### config.mk
export PLATFORM = sky130hd
export DESIGN_NAME = sync_pulse_gen
export DESIGN_NICKNAME = d
export VERILOG_FILES = /design/src/rtl/sync_gen_pkg.sv /design/src/rtl/sync_cfg_regs.sv /design/src/rtl/sync_hpulse.sv /design/src/rtl/sync_vfield.sv /design/src/rtl/sync_pix_delay.sv /design/src/rtl/sync_pulse_gen.sv
export SDC_FILE = /design/constraint.sdc
export NUM_CORES = 1
export LEC_CHECK = 0
export BUFFER_PORTS_ARGS = -buffer_cell sky130_fd_sc_hd__buf_4
export CAP_MARGIN = 20
export CORE_MARGIN = 4
export CORE_UTILIZATION = 45
export DETAILED_ROUTE_END_ITERATION = 8
export PLACE_DENSITY = 0.67
export SETUP_SLACK_MARGIN = 0.05
export SLEW_MARGIN = 20
export SYNTH_ARGS = -nofsm -noshare
export SYNTH_HDL_FRONTEND = slang
export SYNTH_SLANG_ARGS = --single-unit
### constraint.sdc
create_clock -name clk -period 4 [get_ports clk]
set_input_delay 0.2 -clock clk [delete_from_list [all_inputs] [get_ports clk]]
set_output_delay 0.2 -clock clk [all_outputs]
set_load 0.01 [all_outputs]
### src/rtl/sync_gen_pkg.sv
package sync_gen_pkg;

  typedef struct packed {
    logic [1:0] pix_adj;
    logic [1:0] v_ctl;
    logic [1:0] fv_dly;
    logic [1:0] hs_w;
  } tcfg_t;

  function automatic logic [7:0] hs_width(input logic [1:0] code);
    case (code)
      2'd0:    return 8'd1;
      2'd1:    return 8'd4;
      2'd2:    return 8'd16;
      default: return 8'd128;
    endcase
  endfunction

  function automatic logic [7:0] fv_delay(input logic [1:0] code);
    case (code)
      2'd0:    return 8'd1;
      2'd1:    return 8'd3;
      2'd2:    return 8'd16;
      default: return 8'd64;
    endcase
  endfunction

  function automatic logic [7:0] vs_width(input logic [1:0] code);
    case (code)
      2'd0:    return 8'd1;
      2'd1:    return 8'd4;
      2'd2:    return 8'd16;
      default: return 8'd64;
    endcase
  endfunction

endpackage

### src/rtl/sync_cfg_regs.sv
module sync_cfg_regs
  import sync_gen_pkg::*;
(
  input  logic       clk,
  input  logic       rst,
  input  logic       wr_en,
  input  logic [7:0] wr_data,
  input  logic       line_start,
  output tcfg_t      shadow_q,
  output tcfg_t      active_q,
  output logic [7:0] rd_data
);

  always_ff @(posedge clk) begin
    if (rst) begin
      shadow_q <= '0;
      active_q <= '0;
    end else begin
      if (wr_en)      shadow_q <= tcfg_t'(wr_data);
      if (line_start) active_q <= shadow_q;
    end
  end

  assign rd_data = shadow_q;

endmodule

### src/rtl/sync_hpulse.sv
module sync_hpulse
  import sync_gen_pkg::*;
(
  input  logic       clk,
  input  logic       rst,
  input  logic       line_start,
  input  logic [1:0] width_code,
  output logic       hsync_n
);

  logic [7:0] rem_q, rem_d;

  always_comb begin
    if (line_start)        rem_d = hs_width(width_code);
    else if (rem_q != '0)  rem_d = rem_q - 8'd1;
    else                   rem_d = rem_q;
  end

  always_ff @(posedge clk) begin
    if (rst) begin
      rem_q   <= '0;
      hsync_n <= 1'b1;
    end else begin
      rem_q   <= rem_d;
      hsync_n <= (rem_d == '0);
    end
  end

endmodule

### src/rtl/sync_vfield.sv
module sync_vfield
  import sync_gen_pkg::*;
#(
  parameter int TB_CLKS  = 24,
  parameter int OFF_CLKS = 864
) (
  input  logic  clk,
  input  logic  rst,
  input  logic  line_start,
  input  logic  field_start,
  input  logic  tmode_sel,
  input  tcfg_t shadow_cfg,
  input  tcfg_t active_cfg,
  output logic  fv_out
);

  localparam int DW = $clog2(TB_CLKS + OFF_CLKS + 64 + 1) + 1;

  logic [DW-1:0] dcnt_q, dcnt_d, dly_load;
  logic          pend_q, pend_d;
  logic [7:0]    vrem_q, vrem_d;
  logic          field_q, field_d;
  logic          vsn_q, vsn_d;
  logic          start_fld, fire;

  assign start_fld = line_start && field_start;

  always_comb begin
    if (!tmode_sel && !field_q) begin
      dly_load = DW'(TB_CLKS);
      if (shadow_cfg.v_ctl[1]) dly_load = DW'(TB_CLKS + OFF_CLKS);
    end else begin
      dly_load = DW'(fv_delay(shadow_cfg.fv_dly));
    end
  end

  assign fire = pend_q && (dcnt_q == '0) && !start_fld;

  always_comb begin
    dcnt_d = dcnt_q;
    pend_d = pend_q;
    if (start_fld) begin
      dcnt_d = dly_load - DW'(1);
      pend_d = 1'b1;
    end else if (pend_q) begin
      if (dcnt_q == '0) pend_d = 1'b0;
      else              dcnt_d = dcnt_q - DW'(1);
    end
  end

  always_comb begin
    field_d = field_q;
    if (fire && !tmode_sel) field_d = ~field_q;
  end

  always_comb begin
    vrem_d = vrem_q;
    vsn_d  = 1'b1;
    if (fire && tmode_sel) begin
      vrem_d = vs_width(active_cfg.v_ctl);
      vsn_d  = 1'b0;
    end else if (vrem_q != '0) begin
      vrem_d = vrem_q - 8'd1;
      vsn_d  = (vrem_d == '0);
    end
  end

  always_ff @(posedge clk) begin
    if (rst) begin
      dcnt_q  <= '0;
      pend_q  <= 1'b0;
      vrem_q  <= '0;
      field_q <= 1'b0;
      vsn_q   <= 1'b1;
      fv_out  <= tmode_sel;
    end else begin
      dcnt_q  <= dcnt_d;
      pend_q  <= pend_d;
      vrem_q  <= vrem_d;
      field_q <= field_d;
      vsn_q   <= vsn_d;
      fv_out  <= tmode_sel ? vsn_d : field_d;
    end
  end

endmodule

### src/rtl/sync_pix_delay.sv
module sync_pix_delay #(
  parameter int PIX_W  = 10,
  parameter int STAGES = 3
) (
  input  logic                            clk,
  input  logic                            rst,
  input  logic [$clog2(STAGES+1)-1:0]     sel,
  input  logic [PIX_W-1:0]                pix_in,
  output logic [PIX_W-1:0]                pix_out
);

  logic [PIX_W-1:0] tap [0:STAGES];

  assign tap[0] = pix_in;

  for (genvar i = 0; i < STAGES; i++) begin : g_stage
    always_ff @(posedge clk) begin
      if (rst) tap[i+1] <= '0;
      else     tap[i+1] <= tap[i];
    end
  end

  always_ff @(posedge clk) begin
    if (rst) pix_out <= '0;
    else     pix_out <= tap[sel];
  end

endmodule

### src/rtl/sync_pulse_gen.sv
module sync_pulse_gen
  import sync_gen_pkg::*;
#(
  parameter int PIX_W    = 10,
  parameter int TB_CLKS  = 24,
  parameter int OFF_CLKS = 864
) (
  input  logic             clk,
  input  logic             rst,
  input  logic             tmode_sel,
  input  logic             cfg_wr,
  input  logic [7:0]       cfg_wdata,
  output logic [7:0]       cfg_rdata,
  input  logic             line_start,
  input  logic             field_start,
  input  logic [PIX_W-1:0] pix_in,
  output logic             hsync_n,
  output logic             fv_out,
  output logic [PIX_W-1:0] pix_out
);

  localparam int PIX_STAGES = 3;

  tcfg_t      shadow_cfg, active_cfg;
  logic [1:0] pix_code;

  sync_cfg_regs u_regs (
    .clk       (clk),
    .rst       (rst),
    .wr_en     (cfg_wr),
    .wr_data   (cfg_wdata),
    .line_start(line_start),
    .shadow_q  (shadow_cfg),
    .active_q  (active_cfg),
    .rd_data   (cfg_rdata)
  );

  sync_hpulse u_hs (
    .clk       (clk),
    .rst       (rst),
    .line_start(line_start),
    .width_code(shadow_cfg.hs_w),
    .hsync_n   (hsync_n)
  );

  sync_vfield #(
    .TB_CLKS (TB_CLKS),
    .OFF_CLKS(OFF_CLKS)
  ) u_vf (
    .clk        (clk),
    .rst        (rst),
    .line_start (line_start),
    .field_start(field_start),
    .tmode_sel  (tmode_sel),
    .shadow_cfg (shadow_cfg),
    .active_cfg (active_cfg),
    .fv_out     (fv_out)
  );

  assign pix_code = active_cfg.pix_adj;

  sync_pix_delay #(
    .PIX_W (PIX_W),
    .STAGES(PIX_STAGES)
  ) u_pix (
    .clk    (clk),
    .rst    (rst),
    .sel    (pix_code),
    .pix_in (pix_in),
    .pix_out(pix_out)
  );

endmodule

==> results of run 1 <==
## synthesized netlist by cell type (2+ instances only)
master,number
a22oi_1,2
a2111oi_0,3
buf_2,4
nor4_1,3
o21ai_0,8
inv_1,6
nor2_1,53
xnor2_1,9
mux2i_1,17
mux4_2,10
nand4_1,3
or3_1,4
clkbuf_1,13
nor2b_1,41
o211ai_1,3
nand2_1,18
nand3_1,9
a21boi_0,2
a31oi_1,4
a211oi_1,3
or4_4,2
o31a_1,2
xor2_1,9
o311a_1,2
nor3_1,7
nand3b_1,7
dfxtp_1,83
buf_1,3
ha_1,6
a221oi_1,2
a21oi_1,15
## registers in the layout, indices dropped and copies added, names as in the netlist
| register | count |
|---|---|
| u_vf.field_q | 1 |
| u_vf.vrem_q | 8 |
| u_regs.active_q | 4 |
| u_hs.hsync_n | 1 |
| u_pix.tap | 30 |
| u_vf.dcnt_q | 11 |
| u_vf.pend_q | 1 |
| u_regs.rd_data | 8 |
| u_hs.rem_q | 8 |
| u_pix.pix_out | 10 |
| u_vf.fv_out | 1 |
## per-layer routing
metal,share of wire,wire length [µm]
met4,0.017,119
met3,0.038,261
met5,0,0
met1,0.48,3291
met2,0.47,3208
## kinds of logic (layout without fill, tap and decap cells)
family                   after synthesis  count (layout)  share of synthesized area
AO/OA/AOI/OAI                         53              53                     0.1017
XOR/XNOR                              18              18                    0.04390
adder cells (fa/ha/maj)                6               6                    0.02091
buffers and inverters                 26              65                    0.02857
flip-flops                            83              83                     0.4627
multiplexers                          27              27                     0.1101
AND/OR/NAND/NOR                      157             157                     0.2321
## stage by stage
step	utilization	area (µm²)	hold slack [ns]
CTS	0.5379	4156	0.05873
global route	0.5379	4156	0.06035
detailed placement	0.5126	3961	0.4272
finish	0.5379	4156	0.07753
floorplan	-	3591	0.3282
global placement	0.5126	3961	0.4238
## final timing paths
path,startpoint,end,slack [ns]
setup reg to reg,u_vf.field_q,u_vf.dcnt_q[4],1.77
setup / recovery,u_vf.field_q,u_vf.dcnt_q[4],1.77
hold reg to reg,u_pix.tap[16],u_pix.tap[6],0.46
hold / removal,pix_in[7],u_pix.tap[27],0.08
## layout make-up
cell class | count | area, µm²
Fill cell | 678 | 3571
Multi-Input combinational cell | 261 | 1827
Sequential cell | 83 | 1662
Timing Repair Buffer | 43 | 322.8
Tap cell | 102 | 127.6
Clock buffer | 9 | 123.9
Clock inverter | 7 | 71.32
Inverter | 6 | 22.52
## worst max-delay path: cells and delay by family (launching register included)
kind / cells / cell delay [ns]
flip-flops: 1 / 0.36
AO/OA/AOI/OAI: 4 / 1.09
AND/OR/NAND/NOR: 2 / 0.18
adder cells (fa/ha/maj): 1 / 0.32
XOR/XNOR: 1 / 0.15
## power groups by stage
stage | logic [mW] | registers, mW | clock network (mW)
final | 0.819 | 1.06 | 0.575
after global routing | 0.930 | 1.08 | 0.626
after CTS | 0.824 | 1.06 | 0.597
after detailed placement | 0.815 | 1.07 | 0
after global placement | 0.801 | 1.07 | 0
after floorplan | 0.668 | 1.05 | 0
==> results.json, run 1 <==
{
  "grt_use_met2": 0.2335,
  "cts-root-buf": "clkbuf_8",
  "pwr-share-comb": 0.334,
  "leakage_nw": 1.669,
  "ys.flop_type": "dfxtp_1",
  "layout_commonest_cell": "dfxtp_1",
  "cp-end-kind": "flop",
  "htreeDepth": 3,
  "place_hpwl_mm": 4.770,
  "syn_avg_cell_area_um2": 9.705,
  "core_area_mm2": 0.007727,
  "async_flop_share": 0,
  "synth_top_area_share": 0.4627,
  "gr-usage-all-layers": 0.1528,
  "layout_setup_ws_ns": 1.770,
  "num_vias": 2678,
  "port_buffers": 43,
  "max_stage_delay_ns": 0.36,
  "drive_above_1_share": 0.1956,
  "p_int_mw": 1.569,
  "cp_max_fo": 8,
  "peakVddDrop_mv": 0.2564,
  "slew_headroom": 0.4797,
  "rsz0062_at_grt": "false",
  "chipWidth_um": 97.33,
  "pre_cts_ws_ns": 1.613,
  "met1_usage": 0.2046,
  "required_ns": 4.23,
  "path_class": "reg2reg",
  "synthTopCellsByArea": "dfxtp_1 46%, nor2b_1 7.1%, mux4_2 6.3%, nor2_1 5.5%, mux2i_1 4.7%",
  "grt_pass1_wl_mm": 11.89,
  "netlist_instances": 370,
  "yosys_warnings": 0,
  "fin_tns_setup_ns": 0,
  "max_freq_ghz": 0.4483,
  "hold_viol": 0,
  "diodes": 0,
  "cts_tree": "built",
  "most-common-layout-cells": "83 x dfxtp_1, 53 x nor2_1, 43 x buf_4",
  "synthDistinctLibCells": 48,
  "drv_cap": 0,
  "ff2ff_path_depth": 8,
  "pin_count": 44,
  "antenna_found_initial": 0,
  "fp.dieH_um": 97.33,
  "finalClockSkew_ns": 0.007201,
  "initial_core_util": 0.4647,
  "grt_max_degree": 81,
  "synth_edf_count": 0,
  "cpMaxStageDelayCell": "dfxtp_1",
  "path_clk_slew_ns": 0.09,
  "synth_nets": 400,
  "drcViolationCount": 0,
  "grt_pass1_vias": 2528,
  "drt_wl_total_mm": 6.880,
  "switching_share": 0.3598,
  "cts_hold_repair.buffers": 0,
  "p_total_mw": 2.451,
  "dieArea_mm2": 0.009473,
  "dp_cells": 495,
  "clk_path_buf_depth": 2,
  "status": "finished, final reports clean",
  "drv_slew": 0,
  "cts_buffers": 9,
  "setup_violations": 0,
  "tightest_slew_ns": 0.7804,
  "yosys.area.top_type": "dfxtp_1",
  "power_density_mw_per_mm2": 589.7,
  "wl_per_cell_um": 13.46,
  "p_clk_frac": 0.235,
  "ant_nets": 0,
  "drtIter0Drc": 136,
  "overflow": 0,
  "gr-usage-met3": 0.03015,
  "syn_to_final_growth_pct": 15.75,
  "synth-seq-cells": 83,
  "path_common_cell": "nor2_1",
  "switchingPower_uw": 882.0,
  "worstSkewPairLatency_ns": 0.35,
  "ys_seq_area_frac": 0.4627,
  "crit_chain": "o211ai_1 > nor2_1 > a22oi_1 > ha_1 > a21boi_0 > xnor2_1 > nor2_1 > a2111oi_0",
  "cp_data_arrival_time_ns": 2.46,
  "holdPathStages": 2,
  "cts.sinks": 83,
  "row_count": 32,
  "gp_congestion": 0.8610,
  "syn-cell-area_mm2": 0.003591,
  "cts_setup_buffers": 0,
  "startpoint_type": "flop",
  "top_usage_layer": "met2",
  "fin_crit_ns": 2.230,
  "ctsResizeCount": 0,
  "first_pass_iters": 4,
  "nNetsFinal": 434,
  "final_cells": 511,
  "p_seq_frac": 0.431,
  "vias_per_cell": 5.241,
  "min_period_over_period": 0.5576,
  "min_path_type": "in2reg"
}
(Power assumes the default switching activity.)
==> run 2, diff against run 1 <==
--- a/config.mk
+++ b/config.mk
@@ -10,7 +10,7 @@
 export CORE_MARGIN = 4
 export CORE_UTILIZATION = 45
 export DETAILED_ROUTE_END_ITERATION = 8
-export PLACE_DENSITY = 0.67
+export PLACE_DENSITY = 0.7
 export SETUP_SLACK_MARGIN = 0.05
 export SLEW_MARGIN = 20
 export SYNTH_ARGS = -nofsm -noshare
==> constraint.sdc (replaced) <==
create_clock -name clk -period 1.9 [get_ports clk]
set_input_delay 0.095 -clock clk [delete_from_list [all_inputs] [get_ports clk]]
set_output_delay 0.095 -clock clk [all_outputs]
set_load 0.01 [all_outputs]
==> results.json, run 2 (same netlist as run 1, synthesis figures left out) <==
{
  "grt_max_degree": 48,
  "tightest_slew_ns": 0.5434,
  "cts.sinks": 83,
  "drt_wl_total_mm": 7.654,
  "cts_buffers": 9,
  "min_from": "tmode_sel",
  "antenna_found_initial": 0,
  "hold_viol": 0,
  "overflow": 0,
  "htreeDepth": 3,
  "path_clk_slew_ns": 0.09,
  "cts-root-buf": "clkbuf_8",
  "cts_tree": "built",
  "largest_reg_flops": 30,
  "startpoint_type": "flop",
  "r2r_slack_ns": 0.04,
  "n_fill_cell": 657,
  "path_class": "reg2reg",
  "chipWidth_um": 97.33,
  "initial_core_util": 0.4647,
  "dieArea_mm2": 0.009473,
  "wl_per_cell_um": 13.97,
  "final_area_mm2": 0.004551,
  "drtIter0Drc": 139,
  "drive_above_1_share": 0.2489,
  "max_freq_ghz": 0.5378,
  "leakage_nw": 1.866,
  "diodes": 0,
  "fin_crit_ns": 1.859,
  "reg2reg_from": "u_vf.field_q",
  "drv_slew": 0,
  "min_period_over_period": 0.9787,
  "vias_per_cell": 5.270,
  "nNetsFinal": 471,
  "min_path_type": "in2reg",
  "required_ns": 2.15,
  "min_to": "u_vf.fv_out",
  "power_density_mw_per_mm2": 1199,
  "num_vias": 2888,
  "pre_cts_ws_ns": 0.03185,
  "gr-usage-all-layers": 0.1672,
  "utilization": 0.5889,
  "r2r_end": "u_vf.dcnt_q[6]",
  "finalClockSkew_ns": 0.01410,
  "row_count": 32,
  "status": "finished, final reports clean",
  "cp_data_arrival_time_ns": 2.11,
  "worstSkewPairLatency_ns": 0.35,
  "fin_tns_setup_ns": 0,
  "clk_path_buf_depth": 2,
  "cp-end-kind": "flop",
  "rsz0062_at_grt": "true",
  "cp_max_fo": 4,
  "peakVddDrop_mv": 0.6297,
  "fin_hold_ws_ns": 0.1028,
  "reg_top3": "u_pix.tap: 30 flops, u_vf.dcnt_q: 11 flops, u_pix.pix_out: 10 flops",
  "top_register": "u_pix.tap",
  "gp_congestion": 0.8878,
  "drv_cap": 0,
  "holdPathStages": 3,
  "core_area_mm2": 0.007727,
  "setup_violations": 0,
  "most-common-layout-cells": "81 x dfxtp_1, 62 x buf_4, 52 x nor2_1",
  "port_buffers": 43,
  "layout_setup_ws_ns": 0.04051,
  "first_pass_iters": 4,
  "syn_to_final_growth_pct": 26.72,
  "placed_area_mm2": 0.004079,
  "drcViolationCount": 0,
  "fp.dieH_um": 97.33,
  "ant_nets": 0,
  "slew_headroom": 0.6344,
  "grt_pass1_vias": 2804,
  "layout_commonest_cell": "dfxtp_1",
  "grt_pass1_wl_mm": 13.12,
  "ff2ff_path_depth": 8,
  "place_hpwl_mm": 5.133,
  "pin_count": 44
}
[run 2: per-stage QoR]
step,total power [mW],instances
4_1_cts,5.467,545
3_5_place_dp,4.051,510
3_3_place_gp,4.001,510
2_1_floorplan,3.627,370
5_1_grt,5.839,548
6_report,5.456,548
[run 2: worst max-delay path by stage]
stage          slack (ns)        endpoint         start
2_1_floorplan      -0.007  u_vf.dcnt_q[6]  u_vf.field_q
3_3_place_gp         0.06  u_vf.dcnt_q[6]  u_vf.field_q
3_5_place_dp         0.03  u_vf.dcnt_q[6]  u_vf.field_q
4_1_cts              0.08  u_vf.dcnt_q[6]  u_vf.field_q
5_1_grt             -0.07  u_vf.dcnt_q[6]  u_vf.field_q
6_report             0.04  u_vf.dcnt_q[6]  u_vf.field_q
[run 2: report_power, final]
group          switching, mW  internal, mW  total [mW]
Clock                  0.695         0.674        1.37
Combinational          0.968         0.905        1.87
Sequential             0.234          1.98        2.21
[run 2: metal layers]
metal | up-vias | GRT usage | part of all wire
met5 | - | 0 | 0
met4 | 0 | 0.04579 | 0.0056
met3 | 2 | 0.04164 | 0.046
met2 | 64 | 0.2872 | 0.51
met1 | 1386 | 0.2092 | 0.44
li1 | 1436 | - | -
[run 2: cell type report]
cell class | instances | area (µm²) | share of cell area
multi-input combinational | 261 | 1874 | 0.4119
sequential | 83 | 1664 | 0.3657
timing repair buffer | 80 | 645.6 | 0.1419
clock buffer | 10 | 137.6 | 0.03024
tap | 102 | 127.6 | 0.02805
clock inverter | 6 | 78.83 | 0.01732
inverter | 6 | 22.52 | 0.004949
[run 2: worst max-delay path: stages (launching register included)]
cell,delay [ns]
dfxtp_2,0.33
o211ai_1,0.25
nor2_2,0.11
a22oi_2,0.13
ha_2,0.20
a21boi_4,0.20
nand2_2,0.10
o311a_1,0.30
a21o_1,0.15
[run 2: repair_timing]
item / in CTS / in global routing
endpoints found under the hold margin: 18 / 0
setup endpoints to repair: 2 / 10
hold buffers: 18 / 0
pin swaps: 1 / 5
gates resized for setup: 0 / 13
buffers inserted: 1 / 3
==> run 3, diff against run 2 <==
--- a/config.mk
+++ b/config.mk
@@ -5,6 +5,7 @@
 export SDC_FILE = /design/constraint.sdc
 export NUM_CORES = 1
 export LEC_CHECK = 0
+export ABC_AREA = 1
 export BUFFER_PORTS_ARGS = -buffer_cell sky130_fd_sc_hd__buf_4
 export CAP_MARGIN = 20
 export CORE_MARGIN = 4
==> results.json, run 3 <==
{
  "row_count": 33,
  "overflow": 0,
  "most-common-layout-cells": "88 x nor2_1, 81 x dfxtp_1, 74 x inv_1",
  "fin_hold_ws_ns": 0.02458,
  "crit_chain": "nor2_4 > nor2_4 > nand3_2 > nand2_2 > inv_2 > ha_4 > inv_2 > nor2_4 > nand2_2 > nor2_4 > nand2_4 > nor2_4 > nand3_1 > nand2_1 > nor2_1",
  "n_fill_cell": 765,
  "cpMaxStageDelayCell": "dfxtp_4",
  "max_stage_delay_ns": 0.36,
  "drcViolationCount": 0,
  "vias_per_cell": 4.885,
  "slew_headroom": 0.5759,
  "yosys_warnings": 0,
  "drive_above_1_share": 0.1753,
  "p_total_mw": 5.194,
  "pin_count": 44,
  "cts-root-buf": "clkbuf_8",
  "gp_congestion": 0.8587,
  "ant_nets": 0,
  "finalClockSkew_ns": 0.01234,
  "largest_reg_flops": 30,
  "diodes": 0,
  "cts_tree": "built",
  "layout_setup_ws_ns": 0.1561,
  "required_ns": 2.15,
  "seqCellArea_mm2": 0.001667,
  "synthTopCellsByArea": "dfxtp_1 44%, nor2_1 8.8%, inv_1 7.6%, a21oi_1 7.5%, nand2_1 6.7%",
  "fin_tns_setup_ns": 0,
  "peakVddDrop_mv": 0.5154,
  "synth_common_cells": "88 x nor2_1, 83 x dfxtp_1, 76 x inv_1",
  "drtIter0Drc": 203,
  "core_area_mm2": 0.008175,
  "first_pass_iters": 4,
  "utilization": 0.5583,
  "multiInputGateArea_mm2": 0.001762,
  "top_register": "u_pix.tap",
  "grt_max_degree": 63,
  "drt_wl_total_mm": 8.321,
  "path_class": "reg2reg",
  "htreeDepth": 3,
  "initial_core_util": 0.4585,
  "leakage_nw": 2.097,
  "path_clk_slew_ns": 0.09,
  "yosys.area.top_type": "dfxtp_1",
  "setup_violations": 0,
  "netlist_instances": 520,
  "place_hpwl_mm": 5.647,
  "startpoint_type": "flop",
  "cp-end-kind": "flop",
  "drv_slew": 0,
  "gr-usage-all-layers": 0.1738,
  "cp_data_arrival_time_ns": 1.99,
  "synth_nets": 550,
  "syn_avg_cell_area_um2": 7.209,
  "tightest_slew_ns": 0.6361,
  "ys_seq_area_frac": 0.4433,
  "fp.dieH_um": 99.27,
  "synth_edf_count": 0,
  "synth-seq-cells": 83,
  "fin_crit_ns": 1.744,
  "drv_cap": 0,
  "syn_to_final_growth_pct": 21.76,
  "dieArea_mm2": 0.009855,
  "synth_top_area_share": 0.4433,
  "cts_buffers": 9,
  "chipWidth_um": 99.27,
  "wl_per_cell_um": 12.11,
  "port_buffers": 43,
  "power_density_mw_per_mm2": 1138,
  "rsz0062_at_grt": "false",
  "min_path_type": "in2reg",
  "clk_path_buf_depth": 2,
  "async_flop_share": 0,
  "syn-cell-area_mm2": 0.003749,
  "status": "finished, final reports clean",
  "path_common_cell": "nor2_4",
  "pre_cts_ws_ns": 0.02119,
  "nNetsFinal": 607,
  "hold_viol": 0,
  "grt_pass1_vias": 3030,
  "synthDistinctLibCells": 35,
  "layout_commonest_cell": "nor2_1",
  "num_vias": 3356,
  "yosysMostFrequentCell": "nor2_1",
  "max_freq_ghz": 0.5734,
  "min_period_over_period": 0.9179,
  "ys.flop_type": "dfxtp_1",
  "cp_max_fo": 4,
  "cts.sinks": 83,
  "antenna_found_initial": 0,
  "reg_top3": "u_pix.tap: 30 flops, u_vf.dcnt_q: 11 flops, u_pix.pix_out: 10 flops",
  "grt_pass1_wl_mm": 13.85,
  "worstSkewPairLatency_ns": 0.36
}
run 3: kinds of logic (layout without fill, tap and decap cells):
kind of cell / count (synthesis) / after routing / share of synthesized area
AND/OR/NAND/NOR: 218 / 218 / 0.2680
AO/OA/AOI/OAI: 104 / 104 / 0.1425
buffers and inverters: 99 / 161 / 0.1028
flip-flops: 83 / 83 / 0.4433
XOR/XNOR: 10 / 10 / 0.02337
adder cells (fa/ha/maj): 6 / 6 / 0.02003
run 3: worst paths after layout:
| kind | to | start | cells past startpoint | slack, ns |
|---|---|---|---|---|
| worst min-delay path | u_regs.rd_data[0] | cfg_wdata[0] | 3 | 0.02 |
| worst max register to register | u_vf.dcnt_q[10] | u_vf.field_q | 15 | 0.16 |
| worst min register to register | u_pix.tap[7] | u_pix.tap[17] | 2 | 0.42 |
| worst max-delay path | u_vf.dcnt_q[10] | u_vf.field_q | 15 | 0.16 |
run 3: where the power goes:
part	leakage, nW	total [mW]	internal, mW	switching, mW
Clock	0.0910	1.18	0.493	0.689
Sequential	0.686	2.14	1.97	0.163
Combinational	1.32	1.88	0.766	1.11
run 3: critical path, delay by kind of cell (launching register included):
family | cells | cell delay [ns]
adder cells (fa/ha/maj) | 1 | 0.13
buffers and inverters | 2 | 0.11
flip-flops | 1 | 0.36
AND/OR/NAND/NOR | 12 | 1.05
run 3: what timing repair did:
action | CTS | global route
resized for setup | 1 | 17
pin swaps | 0 | 6
endpoints found under the hold margin | 14 | 0
endpoints found under the setup margin | 2 | 5
buffers inserted | 0 | 3
hold buffers | 14 | 0
run 3: per-stage QoR:
stage	cells	area [µm²]
after floorplan	520	3749
after global placement	654	4156
after detailed placement	654	4156
after CTS	684	4477
after global routing	687	4564
final	687	4564
run 3: area by class of cell:
cell class | instances | area share
Clock buffer | 9 | 0.02714
Clock inverter | 7 | 0.01234
Inverter | 81 | 0.06771
Multi-Input combinational cell | 338 | 0.3860
Sequential cell | 83 | 0.3651
Tap cell | 105 | 0.02878
Timing Repair Buffer | 64 | 0.1129
run 3: routing by layer:
metal	up-vias	global-route usage	wire [µm]
li1	1757	-	-
met1	1512	0.2297	3847
met2	78	0.2769	3964
met3	9	0.04067	389
met4	0	0.06513	120
met5	-	0	0
